--- src/rtl/smram_pkg.sv ---
package smram_pkg;
    typedef enum logic [1:0] {
        ROUTE_DRAM    = 2'd0,
        ROUTE_LEGACY  = 2'd1,
        ROUTE_BLOCKED = 2'd2
    } route_e;

    // window slots, lower index wins on overlap
    localparam int WIN_TSEG   = 0;
    localparam int WIN_HIGH   = 1;
    localparam int WIN_COMPAT = 2;
    localparam int NUM_WIN    = 3;

    localparam int MB_SHIFT       = 20;
    localparam int TSEG_MIN_SHIFT = 17;
endpackage

--- src/rtl/smram_range_hit.sv ---
module smram_range_hit #(
    parameter int ADDR_W = 32
) (
    input  logic [ADDR_W-1:0] addr,
    input  logic [ADDR_W-1:0] lo,
    input  logic [ADDR_W-1:0] hi,
    input  logic              en,
    output logic              hit
);
    always_comb begin
        hit = en && (addr >= lo) && (addr <= hi);
    end
endmodule

--- src/rtl/smram_tseg_bounds.sv ---
module smram_tseg_bounds
    import smram_pkg::*;
#(
    parameter int ADDR_W = 32,
    parameter int TOM_W  = 12
) (
    input  logic [TOM_W-1:0]  tom_mb,
    input  logic [1:0]        size_code,
    output logic [ADDR_W-1:0] tom_addr,
    output logic [ADDR_W-1:0] seg_lo,
    output logic [ADDR_W-1:0] seg_hi,
    output logic              seg_ok
);
    logic [ADDR_W-1:0] seg_bytes;

    always_comb begin
        tom_addr  = ADDR_W'(tom_mb) << MB_SHIFT;
        seg_bytes = ADDR_W'(1) << (TSEG_MIN_SHIFT + int'(size_code));
        seg_hi    = tom_addr - ADDR_W'(1);
        seg_ok    = (tom_addr != '0);
        if (tom_addr >= seg_bytes) begin
            seg_lo = tom_addr - seg_bytes;
        end else begin
            seg_lo = '0;
        end
    end
endmodule

--- src/rtl/smram_route_sel.sv ---
module smram_route_sel
    import smram_pkg::*;
#(
    parameter int              ADDR_W      = 32,
    parameter logic [ADDR_W-1:0] ALIAS_DEST = 'h000A0000,
    parameter logic [ADDR_W-1:0] ALIAS_MASK = 'h0001FFFF
) (
    input  logic [NUM_WIN-1:0] hit,
    input  logic [ADDR_W-1:0]  addr,
    input  logic               smm,
    input  logic               code,
    input  logic               open_bit,
    input  logic               close_bit,
    input  logic               bad_cfg,
    input  logic               below_tom,
    output route_e             route,
    output logic [ADDR_W-1:0]  addr_out
);
    always_comb begin
        route    = below_tom ? ROUTE_DRAM : ROUTE_LEGACY;
        addr_out = addr;
        if ((|hit) && bad_cfg) begin
            route = ROUTE_BLOCKED;
        end else if (hit[WIN_TSEG]) begin
            route = smm ? ROUTE_DRAM : ROUTE_BLOCKED;
        end else if (hit[WIN_HIGH]) begin
            if (smm) begin
                route    = ROUTE_DRAM;
                addr_out = ALIAS_DEST | (addr & ALIAS_MASK);
            end else begin
                route = ROUTE_BLOCKED;
            end
        end else if (hit[WIN_COMPAT]) begin
            if (smm) begin
                route = (close_bit && !code) ? ROUTE_LEGACY : ROUTE_DRAM;
            end else begin
                route = open_bit ? ROUTE_DRAM : ROUTE_LEGACY;
            end
        end
    end
endmodule

--- src/rtl/smram_decoder.sv ---
module smram_decoder
    import smram_pkg::*;
#(
    parameter int                ADDR_W      = 32,
    parameter int                TOM_W       = 12,
    parameter logic [ADDR_W-1:0] COMPAT_BASE = 'h000A0000,
    parameter logic [ADDR_W-1:0] COMPAT_LAST = 'h000BFFFF,
    parameter logic [ADDR_W-1:0] HIGH_BASE   = 'hFEDA0000
) (
    input  logic              clk,
    input  logic              rst_n,
    input  logic              req_valid,
    input  logic [ADDR_W-1:0] req_addr,
    input  logic              req_smm,
    input  logic              req_code,
    input  logic              cfg_compat_en,
    input  logic              cfg_high_en,
    input  logic              cfg_tseg_en,
    input  logic              cfg_open,
    input  logic              cfg_close,
    input  logic [1:0]        cfg_tseg_size,
    input  logic [TOM_W-1:0]  cfg_tom_mb,
    output logic              rsp_valid,
    output logic [ADDR_W-1:0] rsp_addr,
    output logic [1:0]        rsp_route,
    output logic              cfg_err
);
    localparam logic [ADDR_W-1:0] WIN_SPAN  = COMPAT_LAST - COMPAT_BASE;
    localparam logic [ADDR_W-1:0] HIGH_LAST = HIGH_BASE + WIN_SPAN;

    typedef struct packed {
        logic              valid;
        logic [ADDR_W-1:0] addr;
        route_e            route;
        logic              err;
    } state_t;

    state_t state_d, state_q;

    logic [ADDR_W-1:0]  tom_addr, seg_lo, seg_hi;
    logic               seg_ok;
    logic [ADDR_W-1:0]  win_lo [NUM_WIN];
    logic [ADDR_W-1:0]  win_hi [NUM_WIN];
    logic [NUM_WIN-1:0] win_en;
    logic [NUM_WIN-1:0] win_hit;
    logic               bad_cfg;
    route_e             sel_route;
    logic [ADDR_W-1:0]  sel_addr;

    smram_tseg_bounds #(.ADDR_W(ADDR_W), .TOM_W(TOM_W)) u_bounds (
        .tom_mb    (cfg_tom_mb),
        .size_code (cfg_tseg_size),
        .tom_addr  (tom_addr),
        .seg_lo    (seg_lo),
        .seg_hi    (seg_hi),
        .seg_ok    (seg_ok)
    );

    always_comb begin
        win_lo[WIN_TSEG]   = seg_lo;
        win_hi[WIN_TSEG]   = seg_hi;
        win_en[WIN_TSEG]   = cfg_tseg_en && seg_ok;
        win_lo[WIN_HIGH]   = HIGH_BASE;
        win_hi[WIN_HIGH]   = HIGH_LAST;
        win_en[WIN_HIGH]   = cfg_high_en;
        win_lo[WIN_COMPAT] = COMPAT_BASE;
        win_hi[WIN_COMPAT] = COMPAT_LAST;
        win_en[WIN_COMPAT] = cfg_compat_en;
        bad_cfg            = cfg_open && cfg_close;
    end

    for (genvar g = 0; g < NUM_WIN; g++) begin : g_win
        smram_range_hit #(.ADDR_W(ADDR_W)) u_hit (
            .addr (req_addr),
            .lo   (win_lo[g]),
            .hi   (win_hi[g]),
            .en   (win_en[g]),
            .hit  (win_hit[g])
        );
    end

    smram_route_sel #(
        .ADDR_W     (ADDR_W),
        .ALIAS_DEST (COMPAT_BASE),
        .ALIAS_MASK (WIN_SPAN)
    ) u_sel (
        .hit       (win_hit),
        .addr      (req_addr),
        .smm       (req_smm),
        .code      (req_code),
        .open_bit  (cfg_open),
        .close_bit (cfg_close),
        .bad_cfg   (bad_cfg),
        .below_tom (req_addr < tom_addr),
        .route     (sel_route),
        .addr_out  (sel_addr)
    );

    always_comb begin
        state_d       = state_q;
        state_d.valid = req_valid;
        state_d.err   = bad_cfg;
        if (req_valid) begin
            state_d.addr  = sel_addr;
            state_d.route = sel_route;
        end
    end

    always_ff @(posedge clk) begin
        if (!rst_n) begin
            state_q <= '{valid: 1'b0, addr: '0, route: ROUTE_DRAM, err: 1'b0};
        end else begin
            state_q <= state_d;
        end
    end

    assign rsp_valid = state_q.valid;
    assign rsp_addr  = state_q.addr;
    assign rsp_route = state_q.route;
    assign cfg_err   = state_q.err;
endmodule

--- config.mk ---
export PLATFORM = sky130hd
export DESIGN_NAME = smram_decoder
export DESIGN_NICKNAME = d
export VERILOG_FILES = /design/src/rtl/smram_pkg.sv /design/src/rtl/smram_range_hit.sv /design/src/rtl/smram_tseg_bounds.sv /design/src/rtl/smram_route_sel.sv /design/src/rtl/smram_decoder.sv
export SDC_FILE = /design/constraint.sdc
export NUM_CORES = 1
export LEC_CHECK = 0
export ABC_AREA = 1
export BUFFER_PORTS_ARGS = -buffer_cell sky130_fd_sc_hd__buf_2
export CORE_UTILIZATION = 45
export CTS_CLUSTER_DIAMETER = 120
export DETAILED_ROUTE_END_ITERATION = 8
export MAX_ROUTING_LAYER = met4
export PLACE_DENSITY = 0.73
export SKIP_LAST_GASP = 1
export SYNTH_ARGS = -nofsm -noshare
export SYNTH_HDL_FRONTEND = slang
export SYNTH_SLANG_ARGS = --single-unit
--- constraint.sdc ---
create_clock -name clk -period 3.6 [get_ports clk]
set_input_delay 0.72 -clock clk [delete_from_list [all_inputs] [get_ports clk]]
set_output_delay 0.72 -clock clk [all_outputs]
set_load 0.01 [all_outputs]
### Word level (Yosys, flattened, before mapping)

Cells that the tools add are included.

* output and inout bits: 36
* input port bits: 56
* word-level logic and storage cells: 43
* bits in registers: 36

* mux-type cells: 14
* $add $sub $neg: 3
* magnitude comparators: 8
* reduce and logical (&&, ||, !) cells: 13
* shift operators: 1

Operators by type and width (number)
* 2-to-1 mux 32 bit: 5
* greater-or-equal comparator 32 bit: 2
* greater-or-equal comparator 32 x 20 -> 1 bit (second input constant): 1
* greater-or-equal comparator 32 bit (second input constant): 1
* <= comparator 32 x 20 -> 1 bit (second input constant): 1
* <= comparator 32 bit: 1
* <= comparator 32 bit (second input constant): 1
* less-than comparator 32 bit: 1
* nonzero test 32 bit: 1
* left shift 1 x 32 -> 32 bit (first input constant): 1
* subtractor 32 x 1 -> 32 bit (second input constant): 1
* subtractor 32 bit: 1
* 2-to-1 mux 2 bit: 6
* logical AND 1 bit: 10
* adder 5 x 2 -> 6 bit (first input constant): 1
* 2-to-1 mux 1 bit: 3
* OR reduction 3 bit: 1
* zero test 1 bit: 1

### Longest topological paths before layout

* depth in word-level cells: 10
* depth in mapped cells: 27
* gate-level depth less buffers: 26

### Hierarchy

A second synthesis with hierarchy kept.

* cell total of the unflattened synthesis: 1443
* area, all modules: 9063.7 um^2

Modules (own cells, without submodules)
* smram_range_hit: sequential area each 0.0 um^2, area an instance 1720.4 um^2, cells an instance 281, times used 3
* smram_decoder: sequential area each 720.7 um^2, area an instance 2065.7 um^2, cells an instance 289, times used 1
* smram_tseg_bounds: sequential area each 0.0 um^2, area an instance 1473.9 um^2, cells an instance 244, times used 1
* smram_route_sel: sequential area each 0.0 um^2, area an instance 362.8 um^2, cells an instance 67, times used 1

### Worst setup path before layout

OpenSTA, ideal clock, no wires.

* path type: input to register
* start: in cfg_tseg_size[0]
* end: reg state_q (netlist bit rsp_addr[20])
* stages: 23
* data arrival time: 3.340 ns
* required time: 3.486 ns
* buffers on the path: 1
* slack: 0.146 ns
* library setup time: 0.114 ns
* path through: inv_1 -> ha_1 -> nand2_1 -> ha_1 -> a21oi_2 -> nand2_1 -> a31oi_2 -> inv_2 -> nor2_2 -> nand2_2 -> buf_6 -> nand2_1 -> ha_1 -> a21oi_1 -> nand3_1 -> nand2_1 -> nand2_1 -> nand2_1 -> nand2_1 -> nand3_2 -> nand4_4 -> nand3_1 -> nand2_1

* cells in the longest elaborated chain, start to end: 10
* elaborated cells on any way between the ends: 12
* those cells by class: add/sub (2); order compare (2); shift (1); mux (3); reduce/logical (4)

RTL lines
* start, declared: RTL line smram_decoder.sv:21 `input logic [1:0] cfg_tseg_size,`
* adder 5 x 2 -> 6 bit (*): RTL line smram_tseg_bounds.sv:18 `seg_bytes = ADDR_W'(1) << (TSEG_MIN_SHIFT + int'(size_code));`
* left shift 1 x 32 -> 32 bit (*): RTL line smram_tseg_bounds.sv:18
* subtractor 32 bit or greater-or-equal comparator 32 bit (tied branches): RTL line smram_tseg_bounds.sv:22, smram_tseg_bounds.sv:21
* 2-to-1 mux 32 bit (*): RTL line smram_tseg_bounds.sv:21 `if (tom_addr >= seg_bytes) begin`
* greater-or-equal comparator 32 bit (*): RTL line smram_range_hit.sv:11 `hit = en && (addr >= lo) && (addr <= hi);`
* logical AND 1 bit (*) (2 in a row): RTL line smram_range_hit.sv:11
* OR reduction 3 bit: RTL line smram_route_sel.sv:22 `if ((|hit) && bad_cfg) begin`
* logical AND 1 bit: RTL line smram_route_sel.sv:22
* 2-to-1 mux 32 bit (*): RTL line smram_route_sel.sv:22
* end signal, assigned: RTL line smram_decoder.sv:111 `state_q <= '{valid: 1'b0, addr: '0, route: ROUTE_DRAM, err: 1'b0};`
* end signal, assigned: RTL line smram_decoder.sv:113 `state_q <= state_d;`
* end, declared: RTL line smram_decoder.sv:38 `state_t state_d, state_q;`

Mark *: on every way between the ends. The rest lies on a longest branch, timed or not.
A chain may end at the register's enable or synchronous reset.

### Worst setup path in the final report

* start: in cfg_tseg_size[1]
* end: reg state_q (netlist bit rsp_addr[20])

Same word-level chain as after synthesis.

==> results.cfg <==
[yosys]
ys.flop_type = dfxtp_1
yosysSeqAreaShare = 0.219
ys_types = 37
synth_seq_cells = 36
synth_cells = 487
syn_area_sq_um = 3290
synth_nets = 593
yosysWarnings = 0
synthArstFlopShare = 0
synth_edf_count = 0
syn_avg_cell_area_sq_um = 6.76

[grt]
grt_overflow = 0
grtUsageTotal = 0.237
grt_pass1_wl_mm = 14.0
busiest_layer = met2
antenna_found_initial = 0
grt_pass1_vias = 3171
met2_usage = 0.430
grt.met1_usage = 0.269
grt_util_met3 = 0.0254
grt_max_degree = 32

[critical_path]
cp-endpoint = rsp_addr[20]
critPathCaptureType = flop
worstPathMaxFanout = 14
ff2ff_path_depth = 2
critPathRequiredTime_ns = 3.77
max_stage_delay_ns = 0.30
path_class = in -> reg
crit_path_frequent_cell = nand2_1
cp.arrival_ns = 3.49
crit_path_start = cfg_tseg_size[1]
rr_endpoint = rsp_route[1]
crit_path_top_delay_cell = ha_1
regToRegStartpoint = rsp_route[1]
path_cells = buf_2 -> inv_1 -> ha_1 -> nand2_1 -> ha_1 -> a21oi_2 -> nand2_1 -> a31oi_2 -> inv_2 -> nor2_4 -> nand2_4 -> nand2_1 -> ha_1 -> a21oi_1 -> nand3_1 -> nand2_1 -> nand2_1 -> nand2_1 -> nand2_1 -> nand3_4 -> nand4_2 -> nand3_1 -> nand2_1
ff2ff_setup_slack_ns = 2.98
start_kind = input port

[clock_tree]
cts_setup_buffers = 0
cts_max_level = 2
clk_pin_slew_ns = 0.07
cts_tree = built
cts_buffer_depth = 2
worstSkewPairLatency_ns = 0.27
numCtsBuffers = 5
clockRootBuffer = clkbuf_8
cts_sinks = 36

[place]
dp_hpwl_mm = 7.38
io_buffer_count = 91
gp_congestion = 0.941

[floorplanning]
ios = 92
initial_core_util = 0.474
die_area_sq_um = 7670
fp.dieW_microns = 87.6
core_sq_um = 6940
rows = 30
die_height_microns = 87.6

[timing]
rsz0062_at_grt = no
fmax_ghz = 0.301
relSlewSlack = 0.452
min_period_ns = 3.32
hold_slack_ns = 0.452
max_slew.worst_pin.slew_ns = 0.817
final-setup-viol-count = 0
fin_skew_ns = 0
hold_viol_final = 0
slew_viol_final = 0
fin_crit_sh = 0.923
fin_tns_setup_ns = 0

[route]
wl_mm = 8.82
final_antenna_net_count = 0
drcViolationCount = 0
wl_per_cell_microns = 12.8
vias = 3477
drt_first_pass_iters = 4
avgViaCountPerCell = 5.03
drtIter0Drc = 167

[power]
p_leak_nw = 2.22
peakVddDrop_mv = 0.130
p_per_area_nw_per_um2 = 263
power_mw = 1.07

[layout]
multi_input_area_sq_um = 2360
fillers = 696
layout.area.seq_sq_um = 721
fin_nets = 700
final_cell_mix = nand2_1, buf_2, nor2_1
n_antenna_cell = 0
syn_to_final_growth_pct = 23.7
utilization = 0.587
drive_gt1_frac = 0.252
layout_commonest_cell = nand2_1

[worst_hold_path]
min_from = rsp_addr[28]
hold_class = reg -> reg

[run_status]
status = finished, final reports clean

[flow_run]
cap_violations = 0
-- repair_timing --
action,in CTS,in global routing
gates resized for setup,0,7
hold endpoints to repair,0,0
hold buffers,0,0
setup endpoints to repair,0,11
-- power breakdown --
group | leakage, nW | internal [mW] | switching [mW]
Sequential | 0.297 | 0.422 | 0.0106
Combinational | 1.88 | 0.142 | 0.211
Clock | 0.0455 | 0.156 | 0.131
Total | 2.22 | 0.720 | 0.353
-- how the worst min path moves through the flow --
stage	end	depth (start not counted)
final	rsp_addr[28]	2
after global routing	rsp_addr[22]	2
after CTS	rsp_addr[10]	2
after detailed placement	rsp_addr[28]	2
after global placement	rsp_addr[10]	2
after floorplan	rsp_addr[10]	2
-- worst max-delay path: cells and delay by family --
| family | cells | cell delay, ns |
|---|---|---|
| and+or+nand+nor | 14 | 1.28 |
| adders and majority gates | 3 | 0.69 |
| AOI/OAI and AO/OA | 3 | 0.51 |
| buffers and inverters | 3 | 0.26 |
-- cell type report --
class,instances,share of cell area
multi-input cells,387,0.580
flip-flops and latches,36,0.177
repair buffers,105,0.138
inverters,59,0.0544
well taps,96,0.0295
clock buffers,8,0.0221
-- cells by family (layout without fill, tap and decap cells) --
logic type | count (synthesis) | after routing | synth area share
simple gates | 268 | 269 | 0.375
buf+inv | 65 | 172 | 0.0771
compound gates | 54 | 54 | 0.104
fa+ha+maj | 50 | 50 | 0.190
flops | 36 | 36 | 0.219
xor+xnor | 13 | 13 | 0.0346
other cells | 1 | 1 | 0.00114
-- synthesized netlist by cell type, drive strengths merged (2+ instances only) --
cell / number / area [sq um]
nand2: 141 / 539
nor2: 60 / 243
inv: 58 / 218
ha: 50 / 626
nand3: 41 / 255
dfxtp: 36 / 721
a21oi: 20 / 104
o21ai: 16 / 80.1
nand4: 12 / 90.1
xor2: 12 / 105
a22o: 11 / 96.3
nor4: 6 / 52.6
nor3: 5 / 35.0
buf: 3 / 21.3
clkbuf: 3 / 11.3
a21o: 2 / 15.0
a31oi: 2 / 18.8
or2: 2 / 12.5
-- per-layer routing --
metal | up-vias | part of all wire
li1 | 1821 | -
met1 | 1539 | 0.43
met2 | 97 | 0.50
met3 | 20 | 0.045
met4 | 0 | 0.021
met5 | - | 0
-- registers in the layout, summed over array words and instances, names as in the netlist --
register	cells
rsp_addr	32
rsp_valid	1
rsp_route	2
cfg_err	1
-- stage by stage --
stage,worst slack [ns],instance area (sq um),instances
floorplan,0.146,3290,487
global placement,0.0111,3950,682
detailed placement,-0.157,3950,682
CTS,0.138,4040,690
global route,0.00276,4070,691
finish,0.279,4070,691
Note: power is estimated with default switching activity, not from simulation.
